`src/rtl/fe_pcs_pkg.sv`:
```
package fe_pcs_pkg;
  localparam int NIB_W = 4;
  localparam int SYM_W = NIB_W + 1;

  typedef logic [SYM_W-1:0] sym_t;

  localparam sym_t CG_IDLE = 5'b11111;
  localparam sym_t CG_J    = 5'b11000;
  localparam sym_t CG_K    = 5'b10001;
  localparam sym_t CG_T    = 5'b01101;
  localparam sym_t CG_R    = 5'b00111;
  localparam sym_t CG_H    = 5'b00100;

  typedef enum logic [1:0] {
    ST_IDLE = 2'd0,
    ST_SSD2 = 2'd1,
    ST_DATA = 2'd2,
    ST_ESD2 = 2'd3
  } fr_state_e;
endpackage

```
`src/rtl/fe_rst_sync.sv`:
```
module fe_rst_sync #(
  parameter int STAGES = 2
) (
  input  logic clk,
  input  logic rst_n,
  output logic rst_sync_n
);
  logic [STAGES-1:0] chain_q;

  always_ff @(posedge clk or negedge rst_n) begin
    if (!rst_n) chain_q <= '0;
    else        chain_q <= {chain_q[STAGES-2:0], 1'b1};
  end

  assign rst_sync_n = chain_q[STAGES-1];
endmodule

```
`src/rtl/fe_4b5b_enc.sv`:
```
module fe_4b5b_enc
  import fe_pcs_pkg::*;
(
  input  logic [NIB_W-1:0] nib,
  output sym_t             code
);
  always_comb begin
    unique case (nib)
      4'h0: code = 5'b11110;
      4'h1: code = 5'b01001;
      4'h2: code = 5'b10100;
      4'h3: code = 5'b10101;
      4'h4: code = 5'b01010;
      4'h5: code = 5'b01011;
      4'h6: code = 5'b01110;
      4'h7: code = 5'b01111;
      4'h8: code = 5'b10010;
      4'h9: code = 5'b10011;
      4'hA: code = 5'b10110;
      4'hB: code = 5'b10111;
      4'hC: code = 5'b11010;
      4'hD: code = 5'b11011;
      4'hE: code = 5'b11100;
      default: code = 5'b11101;
    endcase
  end
endmodule

```
`src/rtl/fe_data_sel.sv`:
```
module fe_data_sel
  import fe_pcs_pkg::*;
(
  input  logic [NIB_W-1:0] nib,
  input  logic             err,
  input  logic             bypass,
  input  sym_t             table_code,
  output sym_t             data_sym
);
  always_comb begin
    if (bypass)   data_sym = {err, nib};
    else if (err) data_sym = CG_H;
    else          data_sym = table_code;
  end
endmodule

```
`src/rtl/fe_tx_seq.sv`:
```
module fe_tx_seq
  import fe_pcs_pkg::*;
(
  input  logic      clk,
  input  logic      rst_n,
  input  logic      tx_en,
  input  sym_t      data_sym,
  output sym_t      sym_next,
  output fr_state_e st_q
);
  fr_state_e st_d;

  always_comb begin
    st_d     = st_q;
    sym_next = CG_IDLE;
    unique case (st_q)
      ST_IDLE: begin
        if (tx_en) begin
          sym_next = CG_J;
          st_d     = ST_SSD2;
        end
      end
      ST_SSD2: begin
        sym_next = CG_K;
        st_d     = ST_DATA;
      end
      ST_DATA: begin
        if (tx_en) begin
          sym_next = data_sym;
        end else begin
          sym_next = CG_T;
          st_d     = ST_ESD2;
        end
      end
      default: begin
        sym_next = CG_R;
        st_d     = ST_IDLE;
      end
    endcase
  end

  always_ff @(posedge clk or negedge rst_n) begin
    if (!rst_n) st_q <= ST_IDLE;
    else        st_q <= st_d;
  end
endmodule

```
`src/rtl/fe_tx_framer.sv`:
```
module fe_tx_framer
  import fe_pcs_pkg::*;
#(
  parameter int RST_STAGES = 2
) (
  input  logic             clk,
  input  logic             rst_n,
  input  logic             tx_en,
  input  logic             tx_er,
  input  logic [NIB_W-1:0] txd,
  input  logic             sym_mode,
  output logic [SYM_W-1:0] sym_out
);
  logic      rst_sync_n;
  sym_t      table_code;
  sym_t      data_sym;
  sym_t      sym_next;
  sym_t      sym_q;
  fr_state_e st_q;

  fe_rst_sync #(.STAGES(RST_STAGES)) rsync_i (
    .clk(clk), .rst_n(rst_n), .rst_sync_n(rst_sync_n)
  );

  fe_4b5b_enc enc_i (.nib(txd), .code(table_code));

  fe_data_sel sel_i (
    .nib(txd), .err(tx_er), .bypass(sym_mode),
    .table_code(table_code), .data_sym(data_sym)
  );

  fe_tx_seq seq_i (
    .clk(clk), .rst_n(rst_sync_n), .tx_en(tx_en),
    .data_sym(data_sym), .sym_next(sym_next), .st_q(st_q)
  );

  always_ff @(posedge clk or negedge rst_sync_n) begin
    if (!rst_sync_n) sym_q <= CG_IDLE;
    else             sym_q <= sym_next;
  end

  assign sym_out = sym_q;
endmodule

```
`config.mk`:
```
export PLATFORM = sky130hd
export DESIGN_NAME = fe_tx_framer
export DESIGN_NICKNAME = d
export VERILOG_FILES = /design/src/rtl/fe_pcs_pkg.sv /design/src/rtl/fe_rst_sync.sv /design/src/rtl/fe_4b5b_enc.sv /design/src/rtl/fe_data_sel.sv /design/src/rtl/fe_tx_seq.sv /design/src/rtl/fe_tx_framer.sv
export SDC_FILE = /design/constraint.sdc
export NUM_CORES = 1
export LEC_CHECK = 0
export ABC_AREA = 1
export BUFFER_PORTS_ARGS = -buffer_cell sky130_fd_sc_hd__buf_2
export CAP_MARGIN = 10
export CORE_UTILIZATION = 40
export CTS_CLUSTER_SIZE = 12
export DETAILED_ROUTE_END_ITERATION = 10
export MAX_ROUTING_LAYER = met4
export PLACE_DENSITY_LB_ADDON = 0.1
export SYNTH_ARGS = -nofsm -noshare
export SYNTH_HDL_FRONTEND = slang
export SYNTH_HIERARCHICAL = 1
export SYNTH_SLANG_ARGS = --single-unit
export TNS_END_PERCENT = 5
```
`constraint.sdc`:
```
create_clock -name clk -period 1.23 [get_ports clk]
set_input_delay 0.246 -clock clk [delete_from_list [all_inputs] [get_ports clk]]
set_output_delay 0.246 -clock clk [all_outputs]
set_load 0.02 [all_outputs]
```
==> results.md <==
* Outcome: finished with violations
* Failing checks: DRC
* VDD IR max at 0.000879 V
* Reg area at ~230 sq um
* Initial antenna violation count at 0
* Crit-path slowest cell: dfstp_2
* Critical-path cell list: buf_2
* Post-DP HPWL at about 830 um
* Drt first pass iters at 7
* Multi-input gate area at 298 sq um
* Design area at 698 sq um
* Critical Path AT at about 0.9 ns
* PD cells at 2200 mW/mm^2
* TritonCTS Buffers at 3
* Antenna diodes at 0
* Static leakage at 0.385 nW
* Vias at 499
* Internal at 0.900 mW
* RSZ-0062 raised after global routing: no
* Sw power at 0.633 mW
* GR Overflow Total at 0
* Post-layout utilization of the core at 0.537
* Number of synthesized flops with an enable pin at 0
* Final worst-path cycle share at 0.945
* CTS H-tree lvls at 1
* Main combinational cell family by area after synthesis: simple AND/OR/NAND/NOR gates
* Placed inst area at 637 sq um
* WL final at 1.03 mm
* Cell taking the most area after synthesis: dfstp_2
* Post-synthesis mux area share at 0
* Avg Inst Size Synth at between 7 and 8 sq um
* Crit path max fanout at 1
* Ys flop type: dfstp_2
* CTS tree: built
* Vias in the first global route at 444
* Final nets at 109
* Vias/cell at roughly 4.5
* Clock tree sinks at 9
* Die W at 39.4 um
* Startpoint Class: flip-flop
* Clock power share at 0.145
* Ys async rst share at 1.00
* F_max at 861 MHz
* Initial core utilization at 0.431
* Antenna-violating nets left at 0
* Adder-cell area share of the yosys netlist at 0.0893
* Synth Area in Simple Gates at 0.330
* Combinational Power Share at 0.503
* Initial DRC Count at 10
* Final Hold Viols at 0
* Global placement routability congestion at between 0.7 and 0.8
* Largest net degree at the start of global routing at 8
* Worst min-delay path class: reg2async
* XOR/XNOR Fraction of Synth Area at 0
* Io pins at 14
* Kind of end point of the critical path: output port
* Residual DRC at 2
* YS warnings at 6
* Die height at 39.4 um
* Pre-CTS setup slack at roughly 0.054 ns
* Setup TNS at 0 ns
* List of most frequent post-synthesis cells: nand2_1, inv_1, nand3_1
* Core area at roughly 0.0013 sq mm
* Register area share after synthesis at 0.413
* WL per Instance at 9.32 um
* Post-Layout Cell Count at 110
* Worst reg2reg path startpoint: seq_i/st_q[1]
* Post-Syn Nets at 91
* First-pass GRT wire length at about 1.7 mm
* Share of power burned in registers at 0.353
* Sw Ratio at 0.413
* Input/output buffers at 13
* Post-Syn Area at 561 sq um
* Buffers & Inverters on Critical Path at 1
* Slew Limit Fails at 0
* R2R Setup Slk at 0.11 ns
* Gate Count Post-Synth at a little under 80
* Root Buffer: clkbuf_4
* CP Class: reg2out
* Clk_lat worst skew at 0.26 ns
* Area contributors post-synth: dfstp_2, nand2_1, dfrtp_1
* Rows at 13
* Filler Cell Count at approximately 130
* Max clock buf depth at 2
* Most common cell in the netlist: nand2_1
* Post-synth top area share at 0.234
* Worst Skew at 0.00928 ns
* DIE AREA at 0.00156 sq mm
* Setup violators final at 0
* Area Overhead vs Synth at 24.6%
* Layout cells sized above 1 at 0.326
* CP peak stage delay at 0.51 ns
* Worst Slack Setup Final at a little under 0.07 ns
* Clk slew on worst S/H paths at 0.06 ns
* Min Tclk post-route at 1.16 ns
* Synth cell types at 18
* All-Layer GR Usage at 0.163
* Worst EP required at 0.98 ns
* Synth Area in Compound Gates at 0.0603
* Critical path's top delay family: flip-flops
* Synth Register Bits at 9
* RR Endpoint: seq_i/st_q[0]
* Inst Count DP at 105
* Max Cap Viol at 0
* R2R cell count at 6
-- area by class of cell --
type                       instances  area share
multi-input combinational         55       0.427
tap                               15      0.0269
timing repair buffer              14       0.108
clock buffer                       4      0.0376
inverter                          13      0.0699
sequential                         9       0.332
-- layer usage --
layer / wire [um] / global-route usage
met1: 471 / 0.213
met2: 522 / 0.262
met3: 31 / 0.0170
met4: 0 / 0.0517
met5: 0 / -
-- state kept, by name, summed over array words and instances, names as in the netlist --
signal / count
sym_out: 5
rsync_i/chain_q: 2
seq_i/st_q: 2
-- what timing repair did --
item                       4_1_cts  5_1_grt
setup endpoints to repair        0        2
gates resized for setup          0        5
buffers inserted                 0        0
hold buffers                     1        0
hold endpoints to repair         2        0
-- logic make-up after synthesis --
group	count (synthesis)
and+or+nand+nor	44
buffers and inverters	14
DFF	9
adders and majority gates	4
AOI/OAI and AO/OA	6
other	1
-- through the flow --
step / hold WS [ns] / total power [mW]
floorplan: -0.0496 / 1.05
global placement: 0.0320 / 1.21
detailed placement: 0.0331 / 1.22
CTS: 0.122 / 1.45
global route: 0.138 / 1.69
finish: 0.109 / 1.53
-- worst max-delay path by stage --
stage,from,end,cells after the start
floorplan,seq_i/st_q[0],seq_i/st_q[0],6
global route,sym_out[3],sym_out[3],1
detailed placement,seq_i/st_q[0],seq_i/st_q[0],6
global placement,seq_i/st_q[0],seq_i/st_q[0],6
finish,sym_out[3],sym_out[3],1
CTS,seq_i/st_q[0],seq_i/st_q[0],6
-- layout by cell type, fill, tap and decap left out, types with 2 or more instances in the layout --
cell type,netlist,routed
dfrtp_1,4,4
clkbuf_4,0,3
buf_2,0,13
dfstp_2,5,5
ha_4,0,2
o21ai_0,2,2
nand3_1,6,6
o21ai_1,2,2
ha_1,4,2
nand2_1,32,32
inv_2,3,4
inv_1,10,9
nor2_1,2,2
-- power groups by stage --
stage | Combinational (mW) | Clock, mW | Sequential [mW]
after floorplan | 0.401 | 0 | 0.647
final | 0.770 | 0.222 | 0.541
after global placement | 0.679 | 0 | 0.532
after global routing | 0.877 | 0.251 | 0.562
after detailed placement | 0.682 | 0 | 0.541
after CTS | 0.691 | 0.227 | 0.533
(Power assumes the default switching activity.)
